File: src/rtl/rxflag_pkg.sv
package rxflag_pkg;

  localparam int NFLAG = 5;

  localparam int FE_I = 0;
  localparam int PE_I = 1;
  localparam int OE_I = 2;
  localparam int BK_I = 3;
  localparam int WK_I = 4;

  typedef logic [NFLAG-1:0] flagv_t;

endpackage

File: src/rtl/rxflag_setgen.sv
module rxflag_setgen
  import rxflag_pkg::*;
(
  input  logic   load_stb,
  input  logic   stop_first,
  input  logic   par_bad,
  input  logic   par_en,
  input  logic   brk_det,
  input  logic   wake_det,
  input  logic   buf_full,
  input  logic   buf_rd,
  output flagv_t set_vec
);

  always_comb begin
    set_vec = '0;
    if (load_stb) begin
      set_vec[FE_I] = ~stop_first;
      set_vec[PE_I] = par_bad & par_en;
      set_vec[OE_I] = buf_full & ~buf_rd;
      set_vec[BK_I] = brk_det;
      set_vec[WK_I] = wake_det;
    end
  end

endmodule

File: src/rtl/rxflag_occupancy.sv
module rxflag_occupancy (
  input  logic clk,
  input  logic rst,
  input  logic soft_rst,
  input  logic load_stb,
  input  logic buf_rd,
  output logic buf_full
);

  always_ff @(posedge clk) begin
    if (rst || soft_rst) begin
      buf_full <= 1'b0;
    end else if (load_stb) begin
      buf_full <= 1'b1;
    end else if (buf_rd) begin
      buf_full <= 1'b0;
    end
  end

  AST_LOAD_MARKS_FULL: assert property (@(posedge clk) disable iff (rst)
    (load_stb && !soft_rst) |=> buf_full);

  AST_READ_EMPTIES: assert property (@(posedge clk) disable iff (rst)
    (buf_rd && !load_stb) |=> !buf_full);

endmodule

File: src/rtl/rxflag_cell.sv
module rxflag_cell (
  input  logic clk,
  input  logic rst,
  input  logic soft_rst,
  input  logic rd_clr,
  input  logic sw_clr,
  input  logic set,
  input  logic force_zero,
  output logic q
);

  logic d;

  always_comb begin
    d = set | (q & ~rd_clr & ~sw_clr);
    if (force_zero) d = 1'b0;
  end

  always_ff @(posedge clk) begin
    if (rst || soft_rst) q <= 1'b0;
    else                 q <= d;
  end

  AST_FLAG_STICKY: assert property (@(posedge clk) disable iff (rst)
    (q && !rd_clr && !sw_clr && !force_zero && !soft_rst) |=> q);

  AST_SET_WINS: assert property (@(posedge clk) disable iff (rst)
    (set && !force_zero && !soft_rst) |=> q);

endmodule

File: src/rtl/rx_status_flags.sv
module rx_status_flags
  import rxflag_pkg::*;
(
  input  logic             clk,
  input  logic             rst,
  input  logic             soft_rst,
  input  logic             par_en,
  input  logic             load_stb,
  input  logic             stop_first,
  input  logic             par_bad,
  input  logic             brk_det,
  input  logic             wake_det,
  input  logic             buf_rd,
  input  logic [NFLAG-1:0] sw_clr,
  output logic [NFLAG-1:0] flags
);

  logic   buf_full;
  flagv_t set_vec;
  flagv_t q_vec;

  rxflag_occupancy u_occ (
    .clk      (clk),
    .rst      (rst),
    .soft_rst (soft_rst),
    .load_stb (load_stb),
    .buf_rd   (buf_rd),
    .buf_full (buf_full)
  );

  rxflag_setgen u_set (
    .load_stb   (load_stb),
    .stop_first (stop_first),
    .par_bad    (par_bad),
    .par_en     (par_en),
    .brk_det    (brk_det),
    .wake_det   (wake_det),
    .buf_full   (buf_full),
    .buf_rd     (buf_rd),
    .set_vec    (set_vec)
  );

  for (genvar i = 0; i < NFLAG; i++) begin : g_cell
    localparam bit IS_PE = (i == PE_I);
    logic fz;
    if (IS_PE) begin : g_mask
      assign fz = ~par_en;
    end else begin : g_nomask
      assign fz = 1'b0;
    end
    rxflag_cell u_cell (
      .clk        (clk),
      .rst        (rst),
      .soft_rst   (soft_rst),
      .rd_clr     (buf_rd),
      .sw_clr     (sw_clr[i]),
      .set        (set_vec[i]),
      .force_zero (fz),
      .q          (q_vec[i])
    );
  end

  assign flags = q_vec;

  AST_SOFT_RESET_CLEARS: assert property (@(posedge clk) disable iff (rst)
    soft_rst |=> (flags == '0));

  AST_FE_ON_LOW_STOP: assert property (@(posedge clk) disable iff (rst)
    (load_stb && !stop_first && !soft_rst) |=> flags[FE_I]);

  AST_PE_MASKED: assert property (@(posedge clk) disable iff (rst)
    !par_en |=> !flags[PE_I]);

  AST_OVERRUN_ON_FULL: assert property (@(posedge clk) disable iff (rst)
    (buf_full && load_stb && !buf_rd && !soft_rst) |=> flags[OE_I]);

  AST_READ_CLEARS: assert property (@(posedge clk) disable iff (rst)
    (buf_rd && !load_stb && !soft_rst) |=> (flags == '0));

  AST_NO_OVERRUN_ON_READ: assert property (@(posedge clk) disable iff (rst)
    (buf_rd && load_stb) |=> !flags[OE_I]);

  AST_IDLE_HOLDS: assert property (@(posedge clk) disable iff (rst)
    (!load_stb && !buf_rd && !soft_rst && (sw_clr == '0) && par_en) |=> $stable(flags));

endmodule

File: config.mk
export PLATFORM = sky130hd
export DESIGN_NAME = rx_status_flags
export DESIGN_NICKNAME = d
export VERILOG_FILES = /design/src/rtl/rxflag_pkg.sv /design/src/rtl/rxflag_setgen.sv /design/src/rtl/rxflag_occupancy.sv /design/src/rtl/rxflag_cell.sv /design/src/rtl/rx_status_flags.sv
export SDC_FILE = /design/constraint.sdc
export NUM_CORES = 1
export LEC_CHECK = 0
export ABC_CLOCK_PERIOD_IN_PS = 800
export BUFFER_PORTS_ARGS = -buffer_cell sky130_fd_sc_hd__buf_4
export CORE_AREA = 5 5 42 44
export CTS_BUF_LIST = sky130_fd_sc_hd__clkbuf_8
export CTS_CLUSTER_SIZE = 40
export DETAILED_ROUTE_END_ITERATION = 16
export DIE_AREA = 0 0 47 49
export GPL_TIMING_DRIVEN = 0
export HOLD_SLACK_MARGIN = 0.02
export SLEW_MARGIN = 0
export SYNTH_ARGS = -nofsm -noshare
export SYNTH_HDL_FRONTEND = slang
export SYNTH_HIERARCHICAL = 1
export SYNTH_SLANG_ARGS = --single-unit
File: constraint.sdc
create_clock -name clk -period 0.8 [get_ports clk]
set_clock_uncertainty 0.05 [all_clocks]
set_input_delay 0.12 -clock clk [delete_from_list [all_inputs] [get_ports clk]]
set_output_delay 0.12 -clock clk [all_outputs]
set_load 0.01 [all_outputs]
# After elaboration in Yosys (flattened, before gate mapping)
# Cells that the tools add are included.
# word_totals
regBits	6
inputBits	15
output_inout_bits	5
word_cells	37
# classes
mux	3
bitwise_logic	25
reduce_logical	3
# op_table
op	count
1-bit bitwise AND	12
1-bit inverter	8
5-bit two-way mux	1
1-bit bitwise OR	5
1-bit two-way mux	2
2-bit nonzero test	1
2-bit OR reduction	1
1-bit logical OR	1

# Depth between registers and ports, before layout
# depth
depth_word	4
mapped_depth	3
ltp_nobuf	3

# By module
# Netlist, hierarchy kept.
# modules_own_cells
module	instances	cells_per_inst	area_per_inst_um2	seq_area_each_um2
rxflag_cell	5	4	40.0	20.0
rxflag_occupancy	1	4	45.0	20.0
rxflag_setgen	1	5	33.8	0.0
rx_status_flags	1	2	7.5	0.0

# Worst setup path after synthesis
# OpenSTA, ideal clock, no wires.
# synth_timing
path_kind	register -> register
startpoint	reg g_cell[0].u_cell.q
endpoint	reg g_cell[0].u_cell.q
setup_ps	115
arrival_ps	598
t_required_ps	635
path_slack_ps	38
stages_incl_launch_ff	3
path_buffers	0
synth_period_minus_slack_ps	762
path_cell_list	dfxtp_1 -> nor3b_1 -> o21a_1
# synth_between
elab_chain_len	3
# synth_lines
item	line_no	rtl
start, declared	rxflag_cell.sv:9	output logic q
start signal, assigned	rxflag_cell.sv:20	if (rst || soft_rst) q <= 1'b0;
start signal, assigned	rxflag_cell.sv:21	else q <= d;
1-bit bitwise AND (2 in a row)	rxflag_cell.sv:15	d = set | (q & ~rd_clr & ~sw_clr);
1-bit bitwise OR	rxflag_cell.sv:15	
# No other way between the ends.
# A chain may end at the register's enable or synchronous reset.

# Worst setup path in the final report
# layout_timing
startpoint	reg g_cell[0].u_cell.q
endpoint	out flags[0]
# layout_lines
item	line_no	rtl
end, declared	rx_status_flags.sv:15	output logic [NFLAG-1:0] flags
# No word-level cell between the ends.

==> results.py <==
metrics = {
    "floorplan": {
        "core-area_um2": 1401,
        "rows": 14,
        "die_w_um": 47,
        "die_h_um": 49,
        "dieArea_um2": 2303,
        "initial_core_util_pct": 20.45,
        "ioPinCount": 20,
    },
    "setup_path": {
        "cp-start-kind": "flop",
        "critPathRequiredTime_ns": 0.63,
        "path_cells": "buf_6",
        "path_buf_inv": 1,
        "critical_path.max_fanout": 2,
        "critical_path.top_delay_family": "flip-flops",
        "critPathCaptureType": "output port",
        "crit_path_top_delay_cell": "dfxtp_2",
        "max_stage_delay_ns": 0.31,
        "crit_arrival_ns": 0.64,
        "crit_type": "reg2out",
    },
    "place": {
        "io_buffers": 19,
        "dp.cells": 69,
        "gp_congestion": 0.6990,
        "hpwl_um": 562.6,
    },
    "sta": {
        "fin_crit_sh_pct": 101.5,
        "max_freq_mhz": 1232,
        "rsz0062_at_grt": "true",
        "slew_violations": 0,
        "setup_viol": 5,
        "worst_slack_ns": -0.01181,
        "fin_crit_ns": 0.8118,
        "hold_viol_final": 0,
    },
    "yosys": {
        "syn_area_um2": 286.5,
        "yosys_warnings": 6,
        "syn_inst": 31,
        "synth_top_cell_by_area": "dfxtp_1",
        "synth_ff_type": "dfxtp_1",
        "synth_commonest_cells": "6 x dfxtp_1, 6 x o21a_1, 5 x nor3_1, 5 x nor3b_1, 2 x and2_1",
        "async_flop_share_pct": 0,
        "synth_area_leaders": "dfxtp_1 42%, o21a_1 16%, nor3b_1 13%",
        "yosys.area.top_type_share_pct": 41.92,
        "ys_seq_area_share_pct": 41.92,
        "ys_seq_elements": 6,
        "yosysUniqueCellTypes": 12,
        "synth.avg_cell_area_um2": 9.243,
        "synth_edf_count": 0,
    },
    "final_layout": {
        "nNetsFinal": 73,
        "stdcell_count": 72,
        "drive_above_1_share_pct": 55.36,
        "n_antenna_cell": 0,
        "syn2layout_area_growth_pct": 89.08,
    },
    "cts": {
        "cts_setup_buffers": 0,
        "root_buffer": "clkbuf_8",
        "cts_tree": "yes",
        "cts.sinks": 6,
        "hold_buffers": 0,
        "insertion_delay_ns": 0.22,
        "clk_pin_slew_worst_paths_ns": 0.03,
        "cts_max_level": 1,
        "clockBufferDepth": 2,
        "cts_buffers": 3,
    },
    "global_routing": {
        "grt_start_max_net_pins": 8,
        "grt-ovfl-total": 0,
        "met3_usage_pct": 5.535,
        "antenna_found_initial": 0,
        "grt_pass1_vias": 324,
        "met1_usage_pct": 7.947,
        "grt.busiest_layer": "met2",
        "gr-usage-met2_pct": 10.86,
        "grt_pass1_wl_mm": 1.186,
        "grt_usage_pct": 6.982,
    },
    "routing": {
        "avgViaCountPerCell": 4.167,
        "routed_wl_um": 701,
        "ant_nets": 0,
        "wire_per_inst_um": 9.736,
        "drtIter0Drc": 3,
        "drc": 0,
        "firstDrtPassIters": 3,
        "vias": 300,
    },
    "power": {
        "p_switching_uw": 164.8,
        "power_per_cell_area_nw_per_um2": 1591,
        "finalPower_uw": 861.7,
        "pwr-share-comb_pct": 12.5,
        "clkPwrFrac_pct": 51.5,
        "seq_power_share_pct": 36.0,
        "swShare_pct": 19.12,
        "worst_ir_drop_vdd_mv": 1.010,
        "p_int_uw": 696.9,
        "leakage_uw": 0.0002421,
    },
    "flow_run": {
        "maxCapViolCount": 0,
    },
    "run_status": {
        "status": "finished, violations left",
        "violations": "negative setup slack",
    },
    "hold_path": {
        "hold_path_class": "in2reg",
    },
}
per-stage QoR:
stage / worst slack, ns / utilization, % / hold WS [ns] / setup TNS, ns / instance area, um2
2_1_floorplan: 0.03767 / - / 0.1938 / 0 / 297.8
5_1_grt: -0.02898 / 38.66 / 0.1225 / -0.1243 / 541.8
3_3_place_gp: 0.01784 / 32.86 / 0.3305 / 0 / 460.4
6_report: -0.01181 / 38.66 / 0.1077 / -0.04648 / 541.8
3_5_place_dp: 0.01710 / 32.86 / 0.3294 / 0 / 460.4
4_1_cts: -0.02116 / 37.59 / 0.1010 / -0.09148 / 526.8
state kept, by name, indices dropped and copies added, names as in the netlist:
name	cells
u_occ/buf_full	1
g_cell.u_cell/q	5
path summary, 6_finish.rpt:
check,end,slack [ns],cells after the start,startpoint
worst max-delay path,flags[0],-0.01,1,g_cell[0].u_cell/q$_SDFF_PP0_
worst min-delay path,u_occ/buf_full$_SDFFE_PP0P_,0.11,2,load_stb
worst max register to register,g_cell[0].u_cell/q$_SDFF_PP0_,0.03,2,g_cell[0].u_cell/q$_SDFF_PP0_
worst min register to register,u_occ/buf_full$_SDFFE_PP0P_,0.52,2,u_occ/buf_full$_SDFFE_PP0P_
logic make-up (layout without fill, tap and decap cells):
family,Yosys count,in the layout,synth area share (%)
simple gates,17,17,39.74
compound gates,6,6,15.72
flops,6,6,41.92
buf+inv,1,23,1.309
other cells,1,4,1.309
area by class of cell:
cell class / count / area, um2
Inverter: 1 / 3.754
Multi-Input combinational cell: 27 / 188.9
Clock buffer: 3 / 41.29
Timing Repair Buffer: 19 / 161.4
Tap cell: 16 / 20.02
Sequential cell: 6 / 126.4
Fill cell: 154 / 859.6
power by group through the flow:
stage / sequential [uW] / combinational [uW] / clock, uW
after global routing: 310 / 122 / 471
after detailed placement: 313 / 104 / 0
after global placement: 313 / 103 / 0
after floorplan: 315 / 26.6 / 0
after CTS: 310 / 106 / 465
final: 310 / 108 / 444
per-layer routing:
metal / share of wire [%] / vias to the layer above
li1: - / 156
met1: 40 / 132
met2: 48 / 12
met3: 12 / 0
met4: 0 / 0
met5: 0 / -
cell usage in the layout (no fill, tap or decap), drive strengths merged:
cell type	n
buf	19
o21a	6
dfxtp	6
nor3	5
nor3b	5
conb	4
clkbuf	3
and2	2
nor2b	2
inv	1
nor2	1
and3b	1
and3	1
repair_timing:
item,in CTS,in global routing
endpoints found under the setup margin,5,9
pin swaps,0,1
resized for setup,10,3
Power figures use the tool's default switching activity.
